===== config.mk =====
export PLATFORM = sky130hd
export DESIGN_NAME = dac_swing_fifo
export DESIGN_NICKNAME = d
export VERILOG_FILES = /design/src/rtl/dac_swing_fifo.sv
export SDC_FILE = /design/constraint.sdc
export NUM_CORES = 1
export LEC_CHECK = 0
export ABC_AREA = 1
export BUFFER_PORTS_ARGS = -buffer_cell sky130_fd_sc_hd__buf_2
export CAP_MARGIN = 10
export CORE_MARGIN = 10
export CORE_UTILIZATION = 60
export CTS_CLUSTER_DIAMETER = 30
export DETAILED_ROUTE_END_ITERATION = 10
export GPL_TIMING_DRIVEN = 0
export PLACE_DENSITY = 0.82
export SKIP_CTS_REPAIR_TIMING = 1
export SYNTH_ARGS = -nofsm -noshare
export SYNTH_HDL_FRONTEND = slang
export SYNTH_SLANG_ARGS = --single-unit

===== constraint.sdc =====
create_clock -name clk -period 6.6 [get_ports clk]
set_clock_uncertainty 0.2 [all_clocks]
set_input_delay 0.66 -clock clk [delete_from_list [all_inputs] [get_ports clk]]
set_output_delay 0.66 -clock clk [all_outputs]
set_load 0.005 [all_outputs]

===== src/rtl/dac_swing_fifo.sv =====
module dac_swing_fifo #(
  parameter int DEPTH = 16,
  parameter int DW    = 12,
  localparam int AW   = $clog2(DEPTH),
  localparam int CW   = AW + 1
) (
  input  logic          clk,
  input  logic          rst_n,
  input  logic          en,
  input  logic [1:0]    mode,
  input  logic          trig_sel,
  input  logic          hw_trig,
  input  logic          sw_trig,
  input  logic          wr_en,
  input  logic [DW-1:0] wr_data,
  input  logic [AW:0]   wm_level,
  input  logic          ptr_rst,
  output logic [DW-1:0] dac_data,
  output logic          dac_upd,
  output logic [AW-1:0] rd_ptr,
  output logic [AW-1:0] wr_ptr,
  output logic          ovf,
  output logic          udf,
  output logic          wm,
  output logic          nempty,
  output logic          full
);

  logic [DW-1:0] mem [DEPTH];
  logic [CW-1:0] cnt;
  logic          dir;

  wire trig   = en & (trig_sel ? sw_trig : hw_trig);
  wire normal = (mode == 2'd1);
  wire swing  = (mode == 2'd2);
  wire bypass = !normal && !swing;

  wire is_full = (cnt == CW'(DEPTH));
  wire two_up  = (cnt >= CW'(2));
  wire edir    = is_full ? 1'b0 : (two_up ? dir : 1'b1);

  wire [AW-1:0] rd_nx = rd_ptr + 1'b1;
  wire [AW-1:0] rd_pv = rd_ptr - 1'b1;

  wire fwd_ok = trig && two_up && (normal || (swing && !edir));
  wire bwd_ok = trig && swing && edir && !is_full && (cnt != '0);
  wire do_wr  = wr_en && !is_full && (normal || (swing && !trig));

  assign full   = is_full;
  assign nempty = (cnt == CW'(1));
  assign wm     = (cnt < wm_level);

  always_ff @(posedge clk)
    if (rst_n && !ptr_rst && do_wr) mem[wr_ptr] <= wr_data;

  always_ff @(posedge clk) begin
    if (!rst_n) begin
      dac_data <= '0;
      dac_upd  <= 1'b0;
      rd_ptr   <= '0;
      wr_ptr   <= '0;
      cnt      <= '0;
      dir      <= 1'b0;
      ovf      <= 1'b0;
      udf      <= 1'b0;
    end else if (ptr_rst) begin
      dac_upd <= 1'b0;
      rd_ptr  <= '0;
      wr_ptr  <= '0;
      cnt     <= '0;
      dir     <= 1'b0;
      ovf     <= 1'b0;
      udf     <= 1'b0;
    end else begin
      ovf     <= normal && wr_en && is_full;
      udf     <= normal && trig && !two_up;
      dac_upd <= (bypass && wr_en) || fwd_ok || bwd_ok;
      if (bypass && wr_en) dac_data <= wr_data;
      if (do_wr) wr_ptr <= wr_ptr + 1'b1;
      if (fwd_ok) begin
        rd_ptr   <= rd_nx;
        dac_data <= mem[rd_nx];
        if (swing) dir <= (cnt == CW'(2));
      end
      if (bwd_ok) begin
        rd_ptr   <= rd_pv;
        dac_data <= mem[rd_pv];
        dir      <= (cnt != CW'(DEPTH - 1));
      end
      cnt <= cnt + CW'(do_wr) + CW'(bwd_ok) - CW'(fwd_ok);
    end
  end

  p_bypass_r1: assert property (@(posedge clk) disable iff (!rst_n)
    (bypass && wr_en && !ptr_rst) |=> (dac_upd && dac_data == $past(wr_data) && $stable(wr_ptr) && $stable(rd_ptr)));

  p_wr_adv_r2: assert property (@(posedge clk) disable iff (!rst_n)
    (normal && wr_en && !full && !ptr_rst) |=> (wr_ptr == AW'($past(wr_ptr) + 1'b1)));

  p_trig_adv_r3: assert property (@(posedge clk) disable iff (!rst_n)
    (normal && trig && !full && !nempty && cnt != '0 && !ptr_rst) |=> (rd_ptr == AW'($past(rd_ptr) + 1'b1) && dac_upd));

  p_gate_r4: assert property (@(posedge clk) disable iff (!rst_n)
    (!en && !bypass && !ptr_rst) |=> ($stable(rd_ptr) && !dac_upd));

  p_ovf_r5: assert property (@(posedge clk) disable iff (!rst_n)
    (normal && wr_en && full && !ptr_rst) |=> (ovf && $stable(wr_ptr)));

  p_excl_r5: assert property (@(posedge clk) disable iff (!rst_n)
    !(full && nempty));

  p_udf_r6: assert property (@(posedge clk) disable iff (!rst_n)
    (normal && trig && nempty && !ptr_rst) |=> (udf && $stable(rd_ptr)));

  p_swing_quiet_r8: assert property (@(posedge clk) disable iff (!rst_n)
    (swing && !ptr_rst) |=> (!ovf && !udf));

  p_swing_fwd_r9: assert property (@(posedge clk) disable iff (!rst_n)
    (swing && trig && full && !ptr_rst) |=> (rd_ptr == AW'($past(rd_ptr) + 1'b1) && !full));

  p_ptr_rst_r10: assert property (@(posedge clk) disable iff (!rst_n)
    ptr_rst |=> (rd_ptr == '0 && wr_ptr == '0 && !full && !nempty && $stable(dac_data)));

endmodule


After elaboration in Yosys (flattened, before gate mapping):

Memories as Yosys holds them, arrays and structs flattened.
Index checks and enable logic that the tools add are counted.

* flip-flop bits (word level): 29
* logic and storage cells: 75
* output and inout bits: 26
* RAM bits: 192
* memories kept: 1
* input port bits: 27

* muxes and demuxes: 13
* magnitude comparators: 2
* add/sub/neg operators: 6
* eq/ne operators: 6
* bitwise logic cells: 3
* reduce and logical (&&, ||, !) cells: 36

Memories
* mem: depth 16, width 12, rd ports 2, clocked after Yosys merged registers in 0, wr ports 1, RTL line 29 `logic [DW-1:0] mem [DEPTH];`

Operators by type and width (number)
* $mux 12: 3
* $logic_and 1x1->1: 18
* $add 5x1->5: 2
* $add 4x1->4 const B: 2
* $mux 1: 8
* $mux 4: 2
* $logic_not 1->1: 7
* $eq 5x1->1 const B: 1
* $eq 5x2->1 const B: 1
* $eq 5x5->1 const B: 1
* $ge 5x2->1 const B: 1
* $lt 5x5->1: 1
* $ne 5x4->1 const B: 1
* $reduce_bool 5->1: 1
* $sub 5x1->5: 1
* $logic_or 1x1->1: 4
* $reduce_and 2->1: 2
* $reduce_bool 2->1: 2
* $sub 4x1->4 const B: 1
* $reduce_bool 3->1: 1
* $eq 2x1->1 const B: 1
* $eq 2x2->1 const B: 1
* $not 1->1: 2
* $reduce_or 2->1: 1
* $and 1x1->1: 1

Longest topological paths before layout:

Gate-level depths: netlist of run 1.

* depth after elaboration: 9
* depth in mapped cells: 22
* gate-level depth less buffers: 21

Worst setup path after synthesis of run 1:

OpenSTA, ideal clock, no wires.

* path type: in2reg
* from: in mode[0]
* to: reg cnt[4]
* buffers on the path: 2
* arrival: 2.946 ns
* setup slack: 3.384 ns
* setup time: 0.070 ns
* cell stages on the path: 16
* data required time: 6.330 ns
* path through: inv_1 -> ha_1 -> nand2_1 -> nor2_1 -> nand2_2 -> buf_6 -> clkbuf_8 -> ha_1 -> inv_1 -> fa_1 -> fa_1 -> nand2_1 -> a21oi_1 -> nor2_1 -> o21ai_0 -> a21oi_1

* cells in the longest elaborated chain, start to end: 7
* elaborated cells between the ends (all ways): 15
* those cells by class: add/sub: 3; eq/ne: 2; reduce/logical: 10

RTL lines
* start: declaration: RTL line 10 `input logic [1:0] mode,`
* $eq 2x2->1: RTL line 35 `wire swing = (mode == 2'd2);`
* $logic_and 1x1->1, on equally long branches: RTL line 47, 46
* $logic_or 1x1->1 / $logic_and 1x1->1 (equally long branches): RTL line 47, 46
* $logic_and 1x1->1, on equally long branches: RTL line 47, 46
* $add 5x1->5 / $logic_and 1x1->1 (equally long branches): RTL line 90, 46
* $add 5x1->5: RTL line 90 `cnt <= cnt + CW'(do_wr) + CW'(bwd_ok) - CW'(fwd_ok);`
* $sub 5x1->5 (*): RTL line 90
* end signal: assignment: RTL line 90
* end: declaration: RTL line 30 `logic [CW-1:0] cnt;`

Every way passes the cells marked *; elsewhere a longest branch is shown, timed or not.
A chain may end at the register's enable or synchronous reset.

Final worst setup path of run 1:

* from: reg cnt[4]
* to: reg cnt[4]

* cells in the longest elaborated chain, start to end: 8
* elaborated cells between the ends (all ways): 19
* those cells by class: add/sub: 3; order compare: 1; eq/ne: 1; mux: 2; reduce/logical: 12

RTL lines (RTL line)
* parallel branches: the longest is 7 deep, another holds $add 5x1->5
* $sub 5x1->5 (*): 90

Every way passes the cells marked *.

==> flow_summary_export.csv, run 1 <==
group,metric,value,unit
timing,totalNegativeSetupSlack,0,ps
layout,drive_gt1_share,16.3,%
floorplanning,fp.dieW,154,um
status,status,"finished clean",
power_and_ir_drop,p_int,3.17,mW
drt,dr_total_vias,9321,
clock_tree,clk_pin_slew,40,ps
setup_path,cp-startpoint,"cnt[4]$_SDFF_PP0_",
placement,dp_hpwl,24400,um
layout,instances_no_fill,1502,
floorplanning,fp.dieH,154,um
synthesis,ys_ff_latch,221,
setup_path,cp_max_fo,10,
global_routing,antenna_found_initial,0,
power_and_ir_drop,finalPower,3.98,mW
global_routing,grt_overflow_total,0,
global_routing,grt_max_degree,18,
synthesis,ys_warn_count,0,
clock_tree,cts_buffer_depth,3,
floorplanning,core_area,17800,um2
hold_path,hold-path-cell-count,3,
synthesis,synth.yosys.seq_area_share,58.6,%
synthesis,synth_edf_count,192,
setup_path,worstSetupPathType,"reg -> reg",
timing,fin_crit_sh,56.8,%
drt,drt-vias-per-instance,6.21,
floorplanning,ioPinCount,53,
setup_path,worstSetupEndpointType,"register",
setup_path,rr_startpoint,"cnt[4]$_SDFF_PP0_",
drt,ant_nets,0,
drt,wl_met3,5390,um
timing,final_hold_viol_count,0,
setup_path,r2r_slack,2850,ps
timing,final_max_slew_viol_count,0,
synthesis,synth_top_flop_cell,"edfxtp_1",
synthesis,postSynthCellCount,1138,
layout,area_delta_synth_final,20.2,%
floorplanning,die-area,23800,um2
setup_path,crit_path_start_kind,"register",
clock_tree,clock_sinks,221,
clock_tree,cts_tree,"done",
drt,wl,35200,um
layout,final_nets,1292,
placement,io_buffer_count,52,
timing,tightest_slew,1220,ps
clock_tree,root_buffer,"clkbuf_16",
drt,top_layer,"met4",
synthesis,yosys-top-cells-count,"nand2_1 (327), nand3_1 (287), edfxtp_1 (192)",
power_and_ir_drop,power_density,306,nW/um2
setup_path,reg2regPathDepth,20,
setup_path,crit_end,"cnt[4]$_SDFF_PP0_",
power_and_ir_drop,clockPowerShare,58.5,%
timing,fmax,267,MHz
placement,dp.cells,1425,
placement,routabilityCongestion,1.01,
clock_tree,cts_max_level,2,
synthesis,synth_top_area_cell,"edfxtp_1",
layout,antenna_cells,0,
power_and_ir_drop,seq_power_share,38.5,%
setup_path,crit_arrival,4000,ps
synthesis,synth_area_leaders,"edfxtp_1 (53%), nand3_1 (13%), nand2_1 (11%)",
synthesis,yosysMostFrequentCell,"nand2_1",
clock_tree,insertion_delay,520,ps
global_routing,grt_pass1_wl,52800,um
synthesis,syn-num-nets,1189,
clock_tree,tritoncts.num_buffers,43,
power_and_ir_drop,p_comb_share,3.0,%
floorplanning,fp-row-count,49,
timing,finalCriticalPeriod,3750,ps
floorplanning,start_util,60.7,%
power_and_ir_drop,p_leak,5.30,nW
drt,post_drt_wl_per_cell,23.5,um
synthesis,async_flop_share,0,%
timing,setup_viol,0,
drt,drt-initial-drc-count,1397,
drt,routed-wl-met2,15100,um
power_and_ir_drop,p_sw_share,20.3,%
synthesis,syn_area,10800,um2
global_routing,grt_pass1_vias,8981,
setup_path,worstPathRequired,6850,ps
flow_run,maxCapViolations,0,
drt,wl_met1,13200,um
setup_path,r2r_end,"cnt[4]$_SDFF_PP0_",
timing,rsz0062_at_grt,"no",
drt,first_pass_iters,8,
global_routing,globalRouteTotalUtil,28.8,%
synthesis,syn_avg_cell_area,9.51,um2
timing,relSlewSlack,18.7,%
power_and_ir_drop,switching_power,0.810,mW
hold_path,hp-class,"in -> reg",
power_and_ir_drop,ir_drop,0.262,mV
synthesis,synth_top_area_share,53.2,%
drt,drcViolationCount,0,
synthesis,synth_cell_types,37,
## how the worst min path moves through the flow
stage               slack, ps               end        startpoint
finish                    220    ovf$_SDFF_PP0_             wr_en
global route              220    ovf$_SDFF_PP0_             wr_en
CTS                       210    ovf$_SDFF_PP0_             wr_en
detailed placement        260  dir$_SDFFE_PP0P_  dir$_SDFFE_PP0P_
global placement          250  dir$_SDFFE_PP0P_  dir$_SDFFE_PP0P_
floorplan                 240  dir$_SDFFE_PP0P_  dir$_SDFFE_PP0P_
## per-layer routing
layer,track usage [%],up-vias
li1,-,4187
met1,37.8,4271
met2,41.7,749
met3,10.8,114
met4,13.0,0
met5,0,-
## cells in the final DEF (no fill, tap or decap), types with 3 or more instances in the layout
| cell | instances |
|---|---|
| nand3_1 | 287 |
| o211ai_1 | 11 |
| ha_1 | 22 |
| nor2_1 | 39 |
| inv_1 | 54 |
| clkbuf_8 | 6 |
| buf_2 | 81 |
| nand2_2 | 5 |
| o22ai_1 | 6 |
| a21oi_1 | 38 |
| nor3_2 | 8 |
| buf_6 | 12 |
| o21ai_0 | 21 |
| edfxtp_1 | 192 |
| xor2_1 | 4 |
| a21oi_2 | 8 |
| clkinv_4 | 3 |
| clkbuf_1 | 23 |
| clkinv_1 | 4 |
| nand2_1 | 327 |
| bufinv_16 | 10 |
| inv_2 | 4 |
| buf_4 | 5 |
| dfxtp_1 | 29 |
| clkinv_2 | 6 |
| clkbuf_16 | 43 |
## cell type report
cell class / instances / area (um2)
flip-flops and latches: 221 / 6350
repair buffers: 58 / 328
clock inverters: 27 / 404
inverters: 60 / 230
plain buffers: 63 / 378
well taps: 229 / 287
clock buffers: 50 / 1130
multi-input cells: 794 / 3910
fillers: 1260 / 4820
## kinds of logic (layout without fill, tap and decap cells)
kind of cell	after synthesis	after routing	synth area share (%)
adders and majority gates	24	24	2.91
and+or+nand+nor	675	675	27.3
buffers and inverters	123	258	5.62
AOI/OAI and AO/OA	89	89	4.95
DFF	221	221	58.6
xor gates and xnor gates	6	6	0.624
## state kept, by name (all words and copies together), names as in the netlist
signal    flops
mem         192
dac_data     12
cnt           5
rd_ptr        4
wr_ptr        4
dac_upd       1
dir           1
ovf           1
udf           1
## power by group through the flow
stage	Clock, mW	Combinational [mW]	Sequential, mW
after global placement	0	0.112	1.56
after floorplan	0	0.0533	1.56
after CTS	2.33	0.117	1.53
after detailed placement	0	0.116	1.56
final	2.33	0.120	1.53
after global routing	2.40	0.130	1.53
## worst max-delay path, stage by stage (launching register included)
cell	delay [ps]
dfxtp_1	440
inv_1	100
ha_1	200
a21boi_2	260
nand2_2	100
nand2_2	90
nand2_1	60
nand2_1	90
nand2_2	100
nand2_4	110
buf_6	150
inv_1	50
ha_1	260
inv_1	40
fa_1	410
fa_1	440
nand2_1	100
a21oi_1	70
nor2_1	130
o21ai_0	120
a21oi_1	160
## stage by stage
step	worst slack, ps	cell area [um2]	utilization, %	hold slack (ps)
floorplan	3380	10800	-	244
global placement	2570	11400	63.8	252
detailed placement	2860	11500	64.4	260
CTS	2830	13000	73.0	214
global route	2630	13000	73.0	223
finish	2850	13000	73.0	220
No activity file was read; power rests on OpenSTA's default activity.
==> inputs of run 2 (changes only) <==
- CORE_UTILIZATION: 60 -> 56
- PLACE_DENSITY: 0.82 -> 0.81
- clock period: 6.6 -> 3.4 ns (I/O delays scaled with it)
==> flow_summary_export.csv, run 2 (synthesis gave the netlist of run 1 again) <==
group,metric,value,unit
clock_tree,cts_buffer_depth,3,
floorplanning,start_util,57.3,%
global_routing,globalRouteTotalUtil,27.6,%
layout,final_common_cell,"nand2_1",
timing,totalNegativeSetupSlack,0,ps
layout,antenna_cells,0,
global_routing,grt_pass1_vias,8858,
setup_path,worstSetupEndpointType,"register",
layout,area_delta_synth_final,21.7,%
drt,post_drt_wl_per_cell,23.7,um
clock_tree,cts_tree,"done",
clock_tree,clk_pin_slew,50,ps
drt,drt-initial-drc-count,1446,
drt,wl,36900,um
power_and_ir_drop,ir_drop,0.470,mV
timing,whs,48.9,ps
global_routing,grt_pass1_wl,53700,um
setup_path,critPathMostFrequentCell,"nand2_1",
layout,largest_register_ffs,192,
setup_path,worstSetupPathType,"reg -> reg",
floorplanning,fp.dieW,159,um
setup_path,cpPeakStageDelay,600,ps
clock_tree,insertion_delay,530,ps
setup_path,worstPathRequired,3600,ps
timing,fmax,296,MHz
layout,multi_input_area,4000,um2
floorplanning,fp.dieH,159,um
drt,drt-vias-per-instance,6.17,
placement,routabilityCongestion,0.983,
clock_tree,cts_max_level,2,
power_and_ir_drop,power_density,547,nW/um2
drt,ant_nets,0,
floorplanning,die-area,25300,um2
floorplanning,fp-row-count,50,
global_routing,grt_overflow_total,0,
setup_path,crit_arrival,3580,ps
global_routing,grt_max_degree,18,
timing,final_hold_viol_count,0,
floorplanning,core_area,18900,um2
placement,dp_hpwl,24900,um
flow_run,maxCapViolations,0,
drt,drcViolationCount,0,
setup_path,cp.buffers_inverters,5,
setup_path,cp_max_fo,10,
clock_tree,tritoncts.num_buffers,42,
clock_tree,root_buffer,"clkbuf_16",
power_and_ir_drop,p_leak,5.34,nW
timing,tightest_slew,1230,ps
layout,most-common-layout-cells,"nand2_1 (322), nand3_1 (287), edfxtp_1 (192), buf_2 (81), inv_1 (49)",
setup_path,critPathSlowestCell,"clkbuf_1",
placement,io_buffer_count,52,
layout,regArea,6360,um2
global_routing,antenna_found_initial,0,
layout,reg_top3,"mem: 192 flops, dac_data: 12 flops, cnt: 5 flops",
setup_path,cp_top_family,"buffers and inverters",
floorplanning,ioPinCount,53,
timing,relSlewSlack,17.4,%
setup_path,crit_path_start_kind,"register",
setup_path,path_cells,"buf_6 -> inv_4 -> buf_2 -> ha_1 -> buf_2 -> clkbuf_1 -> nand3_1 -> nand3_1 -> nand2_1 -> nand2_1 -> nand2_1 -> nor2_1 -> a21oi_2",
timing,setup_viol,0,
hold_path,hp-class,"in -> reg",
timing,fin_crit_sh,99.4,%
timing,final_max_slew_viol_count,0,
layout,final_nets,1313,
status,status,"finished clean",
layout,final.fill_count,1385,
layout,drive_gt1_share,19.8,%
drt,dr_total_vias,9599,
layout,top_register,"mem",
drt,first_pass_iters,8,
clock_tree,clock_sinks,221,
timing,finalCriticalPeriod,3380,ps
-- run 2: changes by cell type in the layout (fill, tap and decap cells not counted), moves of 4 or more --
cell       previous run  this run
inv_1                54        49
dfxtp_4               0         4
buf_4                 5        26
bufinv_16            10         2
nand2_1             327       322
dfxtp_1              29        25
inv_6                 2         6
clkinv_4              3         7
inv_4                 2         6
-- run 2: cell type report --
| cell class | count | share of cell area, % |
|---|---|---|
| flip-flops and latches | 221 | 48.3 |
| multi-input cells | 794 | 30.3 |
| clock buffers | 49 | 8.56 |
| repair buffers | 82 | 3.92 |
| plain buffers | 61 | 2.70 |
| well taps | 260 | 2.47 |
| clock inverters | 29 | 1.96 |
| inverters | 60 | 1.80 |
-- run 2: worst paths after layout --
path | from | endpoint | slack [ps] | depth (start not counted)
max | rd_ptr[0]$_SDFFE_PP0P_ | dac_data[8]$_SDFFE_PN0P_ | 20 | 13
min reg2reg | dir$_SDFFE_PP0P_ | dir$_SDFFE_PP0P_ | 270 | 2
max reg2reg | rd_ptr[0]$_SDFFE_PP0P_ | dac_data[8]$_SDFFE_PN0P_ | 20 | 13
min | en | udf$_SDFF_PP0_ | 50 | 3
-- run 2: power breakdown --
group	total, mW	switching, mW	internal (mW)	leakage, nW
Sequential	2.97	0.00809	2.96	1.96
Clock	3.99	1.43	2.56	0.683
Combinational	0.252	0.179	0.0726	2.69
Total	7.21	1.62	5.59	5.34
-- run 2: stage by stage --
stage          area (um2)  power, mW  utilization [%]  cells  setup WS, ps
3_3_place_gp        11400       3.25             60.4   1450          -554
2_1_floorplan       10800       3.13                -   1138           188
5_1_grt             13200       7.38             69.8   1556         -22.8
3_5_place_dp        11500       3.25             61.1   1458          -275
4_1_cts             12900       7.20             68.4   1536          -340
6_report            13200       7.21             69.8   1556          19.1
-- run 2: tightest hold or removal path, stage by stage --
cell     delay (ps)
buf_2            90
nand2_1         200
nor3_1           80
-- run 2: per-layer routing --
layer	wire (um)	track usage, %	vias up	part of all wire, %
met5	0	0	-	0
met4	1630	12.0	0	4.4
met3	5400	8.65	125	15
met2	16200	41.8	762	44
met1	13700	36.0	4477	37
li1	-	-	4235	-
